[src/rtl/pclk_pkg.sv]
package pclk_pkg;

   typedef enum logic {
      MODE_PAUSIBLE  = 1'b0,
      MODE_STOPPABLE = 1'b1
   } pclk_mode_e;

   function automatic int cnt_width(input int half_cyc);
      return (half_cyc > 1) ? $clog2(half_cyc) : 1;
   endfunction

endpackage

[src/rtl/pclk_div.sv]
module pclk_div #(
   parameter int HALF_CYC = 4,
   parameter int CNT_W    = pclk_pkg::cnt_width(HALF_CYC)
) (
   input  logic clk,
   input  logic rst_n,
   input  logic run,
   output logic lclk,
   output logic adv,
   output logic lclk_en
);

   logic at_end;
   logic lclk_q;
   logic en_q;

   if (HALF_CYC < 1) begin : g_bad_half
      $error("pclk_div: HALF_CYC must be at least 1");
   end

   generate
      if (HALF_CYC == 1) begin : g_toggle
         assign at_end = 1'b1;
      end else begin : g_count
         logic [CNT_W-1:0] cnt_q;
         always_ff @(posedge clk) begin
            if (!rst_n) begin
               cnt_q <= '0;
            end else if (run) begin
               if (at_end) cnt_q <= '0;
               else        cnt_q <= cnt_q + 1'b1;
            end
         end
         assign at_end = (cnt_q == CNT_W'(HALF_CYC - 1));
      end
   endgenerate

   assign adv = run && at_end;

   always_ff @(posedge clk) begin
      if (!rst_n) begin
         lclk_q <= 1'b0;
         en_q   <= 1'b0;
      end else begin
         lclk_q <= lclk_q ^ adv;
         en_q   <= adv && !lclk_q;
      end
   end

   assign lclk    = lclk_q;
   assign lclk_en = en_q;

   // the enable pulse lasts exactly one sampling cycle
   assert_en_single_R10: assert property (@(posedge clk) disable iff (!rst_n)
      lclk_en |=> !lclk_en);

endmodule

[src/rtl/pclk_arb.sv]
module pclk_arb (
   input  logic clk,
   input  logic rst_n,
   input  logic req,
   input  logic lclk,
   input  logic adv,
   output logic grant
);

   logic grant_q;

   always_ff @(posedge clk) begin
      if (!rst_n) begin
         grant_q <= 1'b0;
      end else if (grant_q) begin
         grant_q <= req;
      end else begin
         grant_q <= req && !lclk && !adv;
      end
   end

   assign grant = grant_q;

   assert_ack_drop_R6: assert property (@(posedge clk) disable iff (!rst_n)
      !req |=> !grant);

   assert_clock_wins_R5: assert property (@(posedge clk) disable iff (!rst_n)
      (!grant && adv && !lclk) |=> !grant);

   assert_no_ack_high_R4: assert property (@(posedge clk) disable iff (!rst_n)
      lclk |-> !grant);

endmodule

[src/rtl/pclk_rel.sv]
module pclk_rel (
   input  logic clk,
   input  logic rst_n,
   input  logic any_grant,
   input  logic fall,
   output logic armed
);

   logic any_q;
   logic armed_q;

   always_ff @(posedge clk) begin
      if (!rst_n) begin
         any_q   <= 1'b0;
         armed_q <= 1'b0;
      end else begin
         any_q <= any_grant;
         if (any_q && !any_grant) armed_q <= 1'b1;
         else if (fall)           armed_q <= 1'b0;
      end
   end

   assign armed = armed_q;

endmodule

[src/rtl/pclk_ctrl.sv]
module pclk_ctrl #(
   parameter int NREQ     = 3,
   parameter int HALF_CYC = 4
) (
   input  logic            clk,
   input  logic            rst_n,
   input  logic            stop_mode,
   input  logic [NREQ-1:0] req,
   output logic [NREQ-1:0] ack,
   output logic            lclk,
   output logic            lclk_en
);
   import pclk_pkg::*;

   localparam int CNT_W = cnt_width(HALF_CYC);
   localparam int LEN_W = CNT_W + 1;

   if (NREQ < 1) begin : g_bad_nreq
      $error("pclk_ctrl: NREQ must be at least 1");
   end

   pclk_mode_e      mode;
   logic [NREQ-1:0] grant;
   logic [NREQ-1:0] free_vec;
   logic            clock_free;
   logic            any_grant;
   logic            armed;
   logic            run;
   logic            adv;
   logic            lclk_i;

   assign mode = pclk_mode_e'(stop_mode);

   generate
      for (genvar i = 0; i < NREQ; i++) begin : g_arb
         pclk_arb u_arb (
            .clk   (clk),
            .rst_n (rst_n),
            .req   (req[i]),
            .lclk  (lclk_i),
            .adv   (adv),
            .grant (grant[i])
         );
         assign free_vec[i] = !grant[i];
      end
   endgenerate

   assign clock_free = &free_vec;
   assign any_grant  = !clock_free;

   pclk_rel u_rel (
      .clk       (clk),
      .rst_n     (rst_n),
      .any_grant (any_grant),
      .fall      (adv && lclk_i),
      .armed     (armed)
   );

   assign run = clock_free && (lclk_i || (mode == MODE_PAUSIBLE) || armed);

   pclk_div #(
      .HALF_CYC (HALF_CYC),
      .CNT_W    (CNT_W)
   ) u_div (
      .clk     (clk),
      .rst_n   (rst_n),
      .run     (run),
      .lclk    (lclk_i),
      .adv     (adv),
      .lclk_en (lclk_en)
   );

   assign lclk = lclk_i;
   assign ack  = grant;

   // observer for the high-phase length
   logic [LEN_W-1:0] hi_len_q;
   always_ff @(posedge clk) begin
      if (!rst_n)      hi_len_q <= '0;
      else if (lclk_i) hi_len_q <= hi_len_q + 1'b1;
      else             hi_len_q <= '0;
   end

   assert_hi_len_R7: assert property (@(posedge clk) disable iff (!rst_n)
      $fell(lclk_i) |-> (hi_len_q == LEN_W'(HALF_CYC)));

   assert_hold_low_R3: assert property (@(posedge clk) disable iff (!rst_n)
      ((|ack) && !lclk_i) |=> !lclk_i);

   assert_exclusive_R4: assert property (@(posedge clk) disable iff (!rst_n)
      !((|ack) && lclk_i));

   assert_single_cycle_R9: assert property (@(posedge clk) disable iff (!rst_n)
      (stop_mode && $fell(lclk_i)) |=> (!lclk_i || !stop_mode));

endmodule

[config.mk]
export PLATFORM = sky130hd
export DESIGN_NAME = pclk_ctrl
export DESIGN_NICKNAME = d
export VERILOG_FILES = /design/src/rtl/pclk_pkg.sv /design/src/rtl/pclk_div.sv /design/src/rtl/pclk_arb.sv /design/src/rtl/pclk_rel.sv /design/src/rtl/pclk_ctrl.sv
export SDC_FILE = /design/constraint.sdc
export NUM_CORES = 1
export LEC_CHECK = 0
export ABC_AREA = 0
export ABC_CLOCK_PERIOD_IN_PS = 1500
export BUFFER_PORTS_ARGS = -buffer_cell sky130_fd_sc_hd__buf_4
export CORE_AREA = 4 4 41 43
export CTS_BUF_LIST = sky130_fd_sc_hd__clkbuf_8
export DETAILED_ROUTE_END_ITERATION = 6
export DIE_AREA = 0 0 45 47
export PLACE_DENSITY = 0.59
export SLEW_MARGIN = 5
export SYNTH_ARGS = -nofsm -noshare
export SYNTH_HDL_FRONTEND = slang
export SYNTH_SLANG_ARGS = --single-unit
[constraint.sdc]
create_clock -name clk -period 1.5 [get_ports clk]
set_input_delay 0.375 -clock clk [delete_from_list [all_inputs] [get_ports clk]]
set_output_delay 0.375 -clock clk [all_outputs]
set_load 0.01 [all_outputs]
Word-level counts from Yosys, hierarchy flattened
Index checks and enable logic that the tools add are counted.
Widths: inputs -> output; s select.
{ "word_totals": {"ff_bits": 9, "latchBits": 0, "ramBits": 0, "rom_bits": 0, "inputBits": 6, "out_inout_bits": 5, "mem_count": 0} }
{ "op_classes": {"addsub": 1, "n_mul": 0, "div": 0, "n_lt_le_gt_ge": 0, "eq_ne": 1, "shift": 0, "n_mux": 6, "bitwise": 2, "n_reduce_logical": 21} }
{ "ops": {"columns": ["cell", "n"], "rows": [
  ["$logic_and 1x1->1", 11],
  ["$logic_not 1->1", 6],
  ["$mux 1", 5],
  ["$reduce_and 3->1", 1],
  ["$add 2x1->2 const B", 1],
  ["$eq 2x2->1 const B", 1],
  ["$logic_or 1x1->1", 2],
  ["$mux 2", 1],
  ["$reduce_bool 2->1", 1],
  ["$not 1->1", 1],
  ["$xor 1x1->1", 1]
]} }

Longest topological paths before layout
{ "logic_depth": {"word_depth": 8, "mapped_depth": 6, "mapped_depth_nobuf": 6} }

By module
From an unflattened synthesis, not the netlist that was laid out.
{ "unflattened": {"hier_cells": 34, "area_unflattened_um2": 372.9} }
{ "modules_own_cells": {"columns": ["module", "n_inst", "cells_each", "area_per_inst_um2"], "rows": [
  ["pclk_div", 1, 15, 171.4],
  ["pclk_arb", 3, 3, 33.8],
  ["pclk_rel", 1, 6, 71.3],
  ["pclk_ctrl", 1, 4, 28.8]
]} }

Least setup slack after synthesis
OpenSTA, ideal clock, no wires.
{ "synth_path": {"path_type": "input port to flip-flop", "from": "input port stop_mode", "to": "register u_rel.armed_q (netlist: u_rel.armed)", "t_arrival_ns": 1.330, "required_time_ns": 1.435, "path_slack_ns": 0.105, "path_stages": 6, "n_path_buf": 0, "cell_sequence": "or3b_4 -> and3_4 -> ha_1 -> nor2b_1 -> a21oi_1 -> nor2b_1"} }
{ "synth_between": {"elab_chain_len": 7} }
{ "synth_lines": {"columns": ["element", "line_no", "rtl"], "rows": [
  ["start: declaration", "pclk_ctrl.sv:7", "input logic stop_mode,"],
  ["$not 1->1", "pclk_ctrl.sv:59", "assign run = clock_free && (lclk_i || (mode == MODE_PAUSIBLE) || armed);"],
  ["$logic_or 1x1->1 (2 in a row)", "pclk_ctrl.sv:59", null],
  ["$logic_and 1x1->1", "pclk_ctrl.sv:59", null],
  ["$logic_and 1x1->1", "pclk_div.sv:38", "assign adv = run && at_end;"],
  ["$logic_and 1x1->1", "pclk_ctrl.sv:55", ".fall (adv && lclk_i),"],
  ["$reduce_bool 2->1 (no line)", null, null],
  ["end signal: assignment", "pclk_rel.sv:15", "armed_q <= 1'b0;"],
  ["end signal: assignment", "pclk_rel.sv:18", "if (any_q && !any_grant) armed_q <= 1'b1;"],
  ["end signal: assignment", "pclk_rel.sv:19", "else if (fall) armed_q <= 1'b0;"],
  ["end: declaration", "pclk_rel.sv:10", "logic armed_q;"]
]} }
No other way between the ends.
A chain may end at the register's enable or synchronous reset.

Final worst setup path
{ "layout_path": {"from": "register u_div.lclk_q (netlist: u_div.lclk)", "to": "register u_rel.armed_q (netlist: u_rel.armed)"} }
{ "layout_between": {"elab_chain_len": 6} }
{ "layout_lines": {"columns": ["element", "line_no", "rtl"], "rows": [
  ["start: declaration", "pclk_div.sv:14", "logic lclk_q;"],
  ["start signal: assignment", "pclk_div.sv:45", "lclk_q <= lclk_q ^ adv;"],
  ["$logic_or 1x1->1 (2 in a row)", "pclk_ctrl.sv:59", null],
  ["$logic_and 1x1->1", "pclk_ctrl.sv:59", null],
  ["$logic_and 1x1->1", "pclk_div.sv:38", null],
  ["$logic_and 1x1->1 (*)", "pclk_ctrl.sv:55", null],
  ["$reduce_bool 2->1 (no line) (*)", null, null]
]} }
Mark *: on every way between the ends. The rest lies on a longest branch, timed or not.

==> impl_metrics.csv <==
group,metric,value,unit
clock_network,cts-root-buf,"clkbuf_8",
worst_setup_path,crit_path_start,"u_div.lclk$_SDFF_PN0_",
layout,fin_area,519.2,µm²
die,chipHeight,47,µm
global_routing,track_usage,9.524,%
synth,ys_top_cells_by_count,"9 x dfxtp_1, 4 x nor2_1",
die,row_count,13,
timing,fin_crit_sh,93.39,%
routing,routed_via_density,4.522,
die,ios,11,
synth,synthesis.nets,49,
worst_setup_path,critPathBufInv,0,
synth,synthTopCellsByArea,"dfxtp_1 46%, ha_1 9.6%, buf_4 5.8%",
global_routing,grt_overflow_total,0,
synth,syn_avg_cell_area,9.791,µm²
clock_network,htree_levels,1,
routing,drt_iter0_drc,0,
synth,ys_warn_count,0,
synth,synth_area_leader_cell,"dfxtp_1",
power_and_ir_drop,leakagePower,0.2439,nW
layout,antenna_cells,0,
placed_design,gp_routability_congestion,0.7185,
worst_setup_path,critPathMostFrequentCell,"nor2b_1",
power_and_ir_drop,swShare,21.07,%
timing,min_period,1.401,ns
routing,ant_nets,0,
worst_setup_path,cp_max_fo,4,
power_and_ir_drop,pwr-share-clk,45.6,%
run_status,status,"finished clean",
synth,yosys.cell_count.top_type,"dfxtp_1",
layout,final_net_count,62,
worst_setup_path,r2r-start,"u_div.lclk$_SDFF_PN0_",
worst_setup_path,cp.required,1.67,ns
layout,regArea,180.2,µm²
power_and_ir_drop,finalPower,0.5913,mW
power_and_ir_drop,p_comb_share,10.2,%
worst_setup_path,path_depth,6,
worst_setup_path,cp_slowest_cell,"or3b_4",
layout,fill_cells,137,
clock_network,insertion_delay,0.23,ns
routing,wl_per_cell,11.13,µm
placed_design,dp.cells,63,
worst_setup_path,critPathKind,"flip-flop to flip-flop",
timing,rsz0062_at_grt,"no",
placed_design,port_buffers,10,
timing,setup-violations-final,0,
clock_network,cts_hold_buf,0,
synth,async_flop_share,0,%
routing,vias,303,
worst_setup_path,cp_slowest_stage_delay,0.39,ns
synth,synth_top_area_share,46.01,%
clock_network,cts_tree,"done",
timing,tightest_slew,0.3197,ns
timing,fmax,713.8,MHz
worst_setup_path,rr_worst_depth,6,
clock_network,cts_buffer_depth,2,
worst_hold_path,worstHoldPathType,"input pin to flip-flop",
synth,synth-edff-count,0,
timing,final.setup.tns,0,ns
routing,wl,746,µm
run,cap_violations,0,
placed_design,placed_area,474.2,µm²
worst_setup_path,cp-start-kind,"flip-flop",
timing,maxSlewViolCount,0,
global_routing,antenna_found_initial,0,
die,core-area,0.001301,mm²
worst_setup_path,crit_end,"u_rel.armed$_SDFFE_PN0P_",
timing,fin_skew,0.002942,ns
synth,ys.flop_type,"dfxtp_1",
worst_setup_path,timing.rr.end,"u_rel.armed$_SDFFE_PN0P_",
power_and_ir_drop,switchingPower,0.1246,mW
die,initial_utilization,30.10,%
clock_network,clkSlewWorstSetupHoldPaths,0.04,ns
worst_setup_path,cpLargestDelayFamily,"simple AND/OR/NAND/NOR gates",
power_and_ir_drop,internal-power,0.4667,mW
timing,slew_headroom,78.53,%
worst_setup_path,cp_data_arrival_time,1.57,ns
worst_setup_path,crit_chain,"or3b_4 -> and3_4 -> ha_1 -> nor2b_1 -> a21oi_1 -> nor2b_1",
layout,drive_gt1_share,34.62,%
global_routing,grt_pass1_wl,1324,µm
routing,drcViolationCount,0,
timing,hold_viol,0,
worst_setup_path,rrSetupSlack,0.1,ns
clock_network,numCtsBuffers,3,
global_routing,grt_pass1_vias,296,
layout,layout.cells.non_filler,67,
clock_network,cts.sinks,9,
routing,drtPass1Iterations,1,
worst_hold_path,hold_depth,3,
power_and_ir_drop,power_frac_seq,44.3,%
layout,area_growth,32.59,%
synth,synth_seq_area_share,46.01,%
worst_setup_path,cp-end-kind,"flip-flop",
clock_network,cts_resized,0,
layout,multiInputGateArea,181.4,µm²
power_and_ir_drop,powerDensity,1139,mW/mm²
die,dieArea,0.002115,mm²
synth,synth_area,391.6,µm²
synth,synthCells,40,
synth,synth_cell_types,19,
synth,ys_ff_latch,9,
global_routing,grt_max_degree,12,
clock_network,postCtsSetupBuffers,0,
power_and_ir_drop,vdd_drop_max,578.1,µV
die,die_w,45,µm
routing by layer:
| metal | GRT usage [%] | up-vias | part of all wire, % |
|---|---|---|---|
| met4 | 10.53 | 0 | 4.0 |
| met1 | 10.60 | 134 | 43 |
| li1 | - | 154 | - |
| met2 | 12.71 | 10 | 43 |
| met5 | 0 | - | 0 |
| met3 | 4.215 | 5 | 9.5 |
tightest hold or removal path: stages:
cell	delay, ns
buf_4	0.11
o211ai_1	0.07
nor2_1	0.04
sequential cells by signal, indices dropped and copies added (netlist names):
signal	count
g_arb.u_arb.grant	3
u_div.g_count.cnt_q	2
u_div.lclk	1
u_div.lclk_en	1
u_rel.any_q	1
u_rel.armed	1
per-stage QoR:
stage	setup slack (ns)	hold slack, ns	utilization [%]
2_1_floorplan	0.1046	0.4385	-
3_3_place_gp	0.01919	0.4472	36.44
3_5_place_dp	0.009023	0.4649	36.44
4_1_cts	0.09648	0.4040	39.90
5_1_grt	0.01443	0.4164	39.90
6_report	0.09911	0.4043	39.90
power groups by stage:
stage | registers [mW] | clock network, mW | logic (mW)
final | 0.262 | 0.269 | 0.0602
after global routing | 0.263 | 0.293 | 0.0689
after CTS | 0.262 | 0.279 | 0.0615
after detailed placement | 0.266 | 0 | 0.0607
after global placement | 0.266 | 0 | 0.0593
after floorplan | 0.264 | 0 | 0.0409
cells by family (layout without fill, tap and decap cells):
kind of cell / after synthesis / after routing / share of synthesized area (%)
AOI/OAI and AO/OA: 5 / 5 / 8.304
adders and majority gates: 3 / 3 / 9.586
buffers and inverters: 5 / 17 / 7.665
DFF: 9 / 9 / 46.01
muxes: 1 / 1 / 2.556
and+or+nand+nor: 17 / 17 / 25.88
layout make-up:
cell class | count | area share [%]
Inverter | 1 | 0.7229
Clock buffer | 3 | 7.952
Timing Repair Buffer | 12 | 17.35
Tap cell | 15 | 3.614
Multi-Input combinational cell | 26 | 34.94
Clock inverter | 1 | 0.7229
Sequential cell | 9 | 34.70
how the worst min path moves through the flow:
stage	startpoint	endpoint	slack [ns]
global placement	u_div.g_count.cnt_q[1]$_SDFFE_PN0P_	u_div.g_count.cnt_q[1]$_SDFFE_PN0P_	0.45
floorplan	u_div.g_count.cnt_q[1]$_SDFFE_PN0P_	u_div.g_count.cnt_q[1]$_SDFFE_PN0P_	0.44
global route	req[0]	g_arb[0].u_arb.grant$_SDFF_PN0_	0.42
detailed placement	u_div.g_count.cnt_q[1]$_SDFFE_PN0P_	u_div.g_count.cnt_q[1]$_SDFFE_PN0P_	0.46
CTS	req[0]	g_arb[0].u_arb.grant$_SDFF_PN0_	0.40
finish	req[0]	g_arb[0].u_arb.grant$_SDFF_PN0_	0.40
layout by cell type (no fill, tap or decap), types with 2 or more instances in the layout:
| master | synthesis | layout |
|---|---|---|
| buf_4 | 3 | 12 |
| clkbuf_8 | 0 | 3 |
| dfxtp_1 | 9 | 9 |
| ha_1 | 3 | 3 |
| inv_1 | 1 | 2 |
| nand2_1 | 3 | 3 |
| nor2_1 | 4 | 4 |
| nor2b_1 | 3 | 3 |
| o211ai_1 | 3 | 3 |
(Power assumes the default switching activity.)
